File: src/rtl/oscfail_pkg.sv
package oscfail_pkg;
  typedef struct packed {
    logic forceFail;   // failure detected this cycle
    logic selAccept;   // software select write accepted
    logic flagClear;   // software clear of the failure flag
  } ctlStrobes_t;
endpackage

File: src/rtl/oscfail_ctrl.sv
module oscfail_ctrl
  import oscfail_pkg::*;
#(
  parameter int SYNC_STAGES = 2
) (
  input  logic        clk,
  input  logic        rstN,
  input  logic        extRdyAsync,
  input  logic        selWrEn,
  input  logic        flagWrEn,
  input  logic        flagWrData,
  input  logic        selExt,
  input  logic        inFallback,
  output ctlStrobes_t strb
);
  logic [SYNC_STAGES-1:0] syncChain;
  logic rdyPrev;
  logic rdySync;
  logic fallEdge;

  always_ff @(posedge clk or negedge rstN) begin
    if (!rstN) begin
      syncChain <= '0;
      rdyPrev   <= 1'b0;
    end else begin
      syncChain <= {syncChain[SYNC_STAGES-2:0], extRdyAsync};
      rdyPrev   <= syncChain[SYNC_STAGES-1];
    end
  end

  assign rdySync  = syncChain[SYNC_STAGES-1];
  assign fallEdge = rdyPrev & ~rdySync;

  always_comb begin
    strb.forceFail = selExt & fallEdge;
    strb.selAccept = selWrEn & ~strb.forceFail & (~inFallback | rdySync);
    strb.flagClear = flagWrEn & ~flagWrData & ~strb.forceFail;
  end

  // no failure strobe while the internal source is selected
  assert_no_fail_internal_R10: assert property (@(posedge clk) disable iff (!rstN)
    (!selExt && fallEdge) |-> !strb.forceFail);
endmodule

File: src/rtl/oscfail_dp.sv
module oscfail_dp
  import oscfail_pkg::*;
#(
  parameter int DELAY_CYCLES = 4,
  localparam int CNT_W = $clog2(DELAY_CYCLES + 1)
) (
  input  logic        clk,
  input  logic        rstN,
  input  ctlStrobes_t strb,
  input  logic        selWrData,
  input  logic        rceWrEn,
  input  logic        rceWrData,
  output logic        selExt,
  output logic        inFallback,
  output logic        rcEnable,
  output logic        sysClkRdy,
  output logic        failFlag
);
  localparam logic [CNT_W-1:0] DELAY_LOAD = CNT_W'(DELAY_CYCLES);

  logic [CNT_W-1:0] delayCnt;

  always_ff @(posedge clk or negedge rstN) begin
    if (!rstN) begin
      selExt     <= 1'b0;
      inFallback <= 1'b0;
      rcEnable   <= 1'b1;
      failFlag   <= 1'b0;
      delayCnt   <= '0;
    end else if (strb.forceFail) begin
      selExt     <= 1'b0;
      inFallback <= 1'b1;
      rcEnable   <= 1'b1;
      failFlag   <= 1'b1;
      delayCnt   <= DELAY_LOAD;
    end else begin
      if (strb.selAccept) begin
        selExt     <= selWrData;
        inFallback <= 1'b0;
      end
      if (rceWrEn) rcEnable <= rceWrData;
      if (strb.flagClear) failFlag <= 1'b0;
      if (delayCnt != '0) delayCnt <= delayCnt - 1'b1;
    end
  end

  assign sysClkRdy = (delayCnt == '0);

  assert_fail_sel_R4: assert property (@(posedge clk) disable iff (!rstN)
    strb.forceFail |=> !selExt);
  assert_fail_rc_R3: assert property (@(posedge clk) disable iff (!rstN)
    strb.forceFail |=> rcEnable);
  assert_fail_flag_R6: assert property (@(posedge clk) disable iff (!rstN)
    strb.forceFail |=> failFlag);
  assert_rdy_gap_R5: assert property (@(posedge clk) disable iff (!rstN)
    strb.forceFail |=> !sysClkRdy);
  assert_flag_hold_R7: assert property (@(posedge clk) disable iff (!rstN)
    (failFlag && !strb.flagClear) |=> failFlag);
  assert_fallback_hold_R8: assert property (@(posedge clk) disable iff (!rstN)
    (inFallback && !strb.selAccept) |=> !selExt);
endmodule

File: src/rtl/oscfail_switch.sv
module oscfail_switch
  import oscfail_pkg::*;
#(
  parameter int DELAY_CYCLES = 4,
  parameter int SYNC_STAGES  = 2
) (
  input  logic clk,
  input  logic rstN,
  input  logic extRdyAsync,
  input  logic selWrEn,
  input  logic selWrData,
  input  logic rceWrEn,
  input  logic rceWrData,
  input  logic flagWrEn,
  input  logic flagWrData,
  input  logic intEn,
  output logic clkSelExt,
  output logic rcEnable,
  output logic sysClkRdy,
  output logic failFlag,
  output logic failIrq
);
  ctlStrobes_t strb;
  logic inFallback;

  oscfail_ctrl #(.SYNC_STAGES(SYNC_STAGES)) ctrl_i (
    .clk(clk), .rstN(rstN), .extRdyAsync(extRdyAsync),
    .selWrEn(selWrEn), .flagWrEn(flagWrEn), .flagWrData(flagWrData),
    .selExt(clkSelExt), .inFallback(inFallback), .strb(strb)
  );

  oscfail_dp #(.DELAY_CYCLES(DELAY_CYCLES)) dp_i (
    .clk(clk), .rstN(rstN), .strb(strb), .selWrData(selWrData),
    .rceWrEn(rceWrEn), .rceWrData(rceWrData),
    .selExt(clkSelExt), .inFallback(inFallback), .rcEnable(rcEnable),
    .sysClkRdy(sysClkRdy), .failFlag(failFlag)
  );

  assign failIrq = failFlag & intEn;
endmodule

File: config.mk
export PLATFORM = sky130hd
export DESIGN_NAME = oscfail_switch
export DESIGN_NICKNAME = d
export VERILOG_FILES = /design/src/rtl/oscfail_pkg.sv /design/src/rtl/oscfail_ctrl.sv /design/src/rtl/oscfail_dp.sv /design/src/rtl/oscfail_switch.sv
export SDC_FILE = /design/constraint.sdc
export NUM_CORES = 1
export LEC_CHECK = 0
export BUFFER_PORTS_ARGS = -buffer_cell sky130_fd_sc_hd__buf_2
export CAP_MARGIN = 25
export CORE_AREA = 2 2 39 41
export CTS_CLUSTER_SIZE = 12
export DETAILED_ROUTE_END_ITERATION = 8
export DIE_AREA = 0 0 41 43
export HOLD_SLACK_MARGIN = 0.02
export PLACE_DENSITY_LB_ADDON = 0.08
export SYNTH_ARGS = -nofsm -noshare
export SYNTH_HDL_FRONTEND = slang
export SYNTH_SLANG_ARGS = --single-unit
File: constraint.sdc
create_clock -name clk -period 2 [get_ports clk]
set_clock_uncertainty 0.2 [all_clocks]
set_input_delay 0.4 -clock clk [delete_from_list [all_inputs] [get_ports clk]]
set_output_delay 0.4 -clock clk [all_outputs]
set_load 0.005 [all_outputs]
* Yosys cells after proc, flatten, opt, wreduce, memory -nomap -nowiden
Index checks and enable logic that the tools add are counted.
** Operators by class
- $add $sub $neg :: 1
- Mux-type cells :: 10
- Bitwise logic cells :: 12
- Reductions and logical operators :: 6
** Operator list (number)
- $mux 1 :: 8
- $reduce_bool 2->1 :: 4
- $and 1x1->1 :: 7
- $mux 3 :: 2
- $not 1->1 :: 4
- $logic_not 3->1 :: 1
- $reduce_bool 3->1 :: 1
- $sub 3x1->3 const B :: 1
- $or 1x1->1 :: 1
** Storage, ports and cells
- Register bits after elaboration :: 10
- Output and inout bits :: 5
- Logic and storage cells :: 36

* Longest topological paths before layout
- Depth after elaboration :: 8
- Gate-level depth with buffers :: 5
- Mapped depth without buffers :: 5

* By module
From an unflattened synthesis, not the netlist that was laid out.
** Unflattened totals
- Cell total of the unflattened synthesis :: 37
- Area total of the unflattened synthesis :: 456.7 sq um
** By module, submodules not included
- oscfail_dp :: times used 1, cells each 29, area an instance 341.6 sq um, sequential area each 176.4 sq um
- oscfail_ctrl :: times used 1, cells each 7, area an instance 108.9 sq um, sequential area each 75.1 sq um
- oscfail_switch :: times used 1, cells each 1, area an instance 6.3 sq um, sequential area each 0.0 sq um

* Least setup slack after synthesis
OpenSTA, ideal clock, no wires.
- Kind :: register -> output
- Start point :: register dp_i.delayCnt[0]
- End point :: output port sysClkRdy
- Arrival time :: 770 ps
- Required time :: 1400 ps
- Path slack :: 630 ps
- Cell stages (with the launch flop) :: 5
- Buffers on the path :: 0
- Cell sequence :: dfrtp_1 -> inv_1 -> ha_1 -> nand2b_4 -> inv_1
** Between the ends
- Word-level cells in the longest chain between the ends :: 1
** RTL lines
- from (decl) :: line oscfail_dp.sv:21 : logic [CNT_W-1:0] delayCnt;
- from (signal assigned) :: line oscfail_dp.sv:43 : if (delayCnt != '0) delayCnt <= delayCnt - 1'b1;
- $logic_not 3->1 :: line oscfail_dp.sv:47 : assign sysClkRdy = (delayCnt == '0);
- to (decl) :: line oscfail_switch.sv:19 : output logic sysClkRdy,
Every way passes these cells.

* Final worst setup path
Same ends and word-level chain as after synthesis.

==> impl_results.md <==
* Final worst slack at roughly 220 ps
* Share of the synthesized area in the top cell type at approximately half
* Final TNS setup at 0 ps
* # diodes at 0
* Avg Vias per Cell at roughly 4.5
* WL final at between 700 and 800 microns
* Crit end category: primary output
* PD cells at about 1100 mW/mm^2
* Syn_area_per_cell at 11.2 sq um
* Post-synth EDFFs at 0
* Share of cells above drive strength 1 at 34.5%
* R2R Setup Slk at 680 ps
* Leakage at 0.307 nW
* Startpoint Class: register
* Final Critical Period at between 1500 and 2000 ps
* Reg clk slew, reported paths at about 60 ps
* CTS H-tree depth at 1
* Gpl congestion at 0.657
* Cell row count at 14
* Filler cells at between 100 and 150
* Buffers on Ports at 14
* Post-cts resize count at 0
* HP Class: input pin to register
* Routed len/inst at between 10 and 15 microns
* Overall power at ~0.00065 W
* Post-CTS Setup Repair Bufs at 0
* Hold_ws at 45.0 ps
* Post-synthesis sequential area ratio at between 50% and 60%
* Placed instance area at between 500 and 600 sq um
* DRT iter0 DRCs at 1
* Post-synthesis async set-or-reset flop share at 100%
* Crit path to: sysClkRdy
* Largest net degree at the start of global routing at 11
* Maximum vdd drop at around 0.52 mV
* Gr usage total at about an eighth
* Cells after Synth at 39
* Most area-consuming cells after synthesis: dfrtp_1, mux2i_1, dfstp_2
* Routed via count at 332
* Synth area leader: dfrtp_1
* Die width at approximately 40 microns
* Worst-Margin Slew at between 200 and 250 ps
* Fin area at between 500 and 600 sq um
* Post-synthesis register bit count at 10
* Clock buffer depth at 2
* Post-Syn Area at ~440 sq um
* Worst slack, placed at roughly 490 ps
* Final hold violations at 0
* RSZ-0062 raised after global routing: no
* Initial Utilization at roughly a third
* Post-route ant nets at 0
* Worst EP arrival at ~1200 ps
* Ys flop type: dfrtp_1
* Final slew viol count at 0
* Max-slew headroom at roughly 85%
* Core ar. at 0.00138 sq mm
* First-pass GRT wire length at between 1000 and 1500 microns
* Total grt overflow at 0
* Post-Syn Nets at approximately 50
* Path depth of the worst reg2reg path at 4
* Fin crit share at between 80% and 90%
* Worst r2r src: dp_i.delayCnt[0]
* DRC at 0
* Vias in the first global route at ~370
* Post-synth top cells: dfrtp_1, nand2_1, inv_1, nor2_1, mux2i_1
* Die area at ~0.0018 sq mm
* Area growth from synthesis to layout at 28.9%
* IO Pins at 15
* Worst-Skew Late Latency at ~260 ps
* Die height at roughly 43 microns
* Outcome: finished clean
* Number of buffers created by CTS at 3
* Setup crit start: dp_i.delayCnt[0]
* Setup violations, final at 0
* Netlist cell types at 16
* CTS tree: done
* CTS sink count at 10
* Post-DP HPWL at 636 microns
* Hold_sp: extRdyAsync
* Fmax at roughly 560 MHz
* Layout Nets at 71
* Yosys warnings at 0
* Most common cell in the netlist: dfrtp_1
* Max Cap Viol at 0
* RR Endpoint: dp_i.delayCnt[1]
* WS Path Type: register to primary output
* Root Buffer Master: clkbuf_4
* Pre-Repair DR Iteration Count at 4
* Antenna violations before repair at 0
* Worst Path Max Fanout at 4
* CP required at roughly 1400 ps
[metrics by stage]
| step | instances | util [%] |
|---|---|---|
| floorplan | 39 | - |
| global placement | 69 | 38.2 |
| detailed placement | 69 | 38.2 |
| CTS | 74 | 40.8 |
| global route | 74 | 40.8 |
| finish | 74 | 40.8 |
[metal layers]
layer | share of wire, % | up-vias | GRT usage [%]
met5 | 0 | - | 0
met4 | 1.7 | 0 | 10.0
met3 | 4.8 | 2 | 3.14
met2 | 56 | 9 | 20.0
met1 | 38 | 155 | 11.0
li1 | - | 166 | -
[cell type report]
type                    count  area [sq um]  area share, %
inverters                   4          15.0           2.66
clock buffers               4          26.3           4.66
well taps                  16          20.0           3.55
repair buffers             15          80.1           14.2
multi-input cells          25           171           30.4
flip-flops and latches     10           251           44.6
[logic make-up (layout without fill, tap and decap cells)]
| family | Yosys count | in the layout | share of synthesized area [%] |
|---|---|---|---|
| AND/OR/NAND/NOR | 16 | 16 | 19.1 |
| buffers and inverters | 4 | 23 | 3.43 |
| adder cells (fa/ha/maj) | 2 | 2 | 5.71 |
| AO/OA/AOI/OAI | 3 | 3 | 5.43 |
| XOR/XNOR | 1 | 1 | 2.00 |
| flip-flops | 10 | 10 | 57.4 |
| multiplexers | 3 | 3 | 6.86 |
[critical path, stage by stage (launching register included)]
cell and delay (ps):
dfrtp_1 390, inv_1 80, ha_1 230, nand2b_4 80, inv_1 50, buf_2 100
[power breakdown]
group / total [W] / switching [W] / internal (W) / leakage, nW
clock: 0.000141 / 0.0000642 / 0.0000770 / 0.0150
combinational: 0.000214 / 0.000101 / 0.000114 / 0.174
sequential: 0.000291 / 0.0000351 / 0.000256 / 0.117
[how the worst min path moves through the flow]
stage / endpoint / cells after the start / slack, ps
global placement: dp_i.failFlag / 1 / 70
global route: ctrl_i.syncChain[0] / 1 / 40
CTS: ctrl_i.syncChain[0] / 1 / 40
floorplan: ctrl_i.rdyPrev / 0 / -100
detailed placement: dp_i.failFlag / 1 / 70
finish: ctrl_i.syncChain[0] / 1 / 40
[flip-flops by register name, summed over array words and instances, names as in the netlist]
signal / count
ctrl_i.rdyPrev: 1
ctrl_i.syncChain: 2
dp_i.delayCnt: 3
dp_i.failFlag: 1
dp_i.inFallback: 1
dp_i.rcEnable: 1
dp_i.selExt: 1
[layout by cell type (no fill, tap or decap), types with 2 or more instances in the layout]
master    count
buf_2        14
clkbuf_4      3
dfrtp_1       9
ha_1          2
inv_1         4
mux2i_1       3
nand2_1       7
nor2_1        4
[what timing repair did]
item,CTS,global route
endpoints found under the setup margin,0,0
hold buffers,1,0
hold endpoints to repair,9,0
Power figures use the tool's default switching activity.
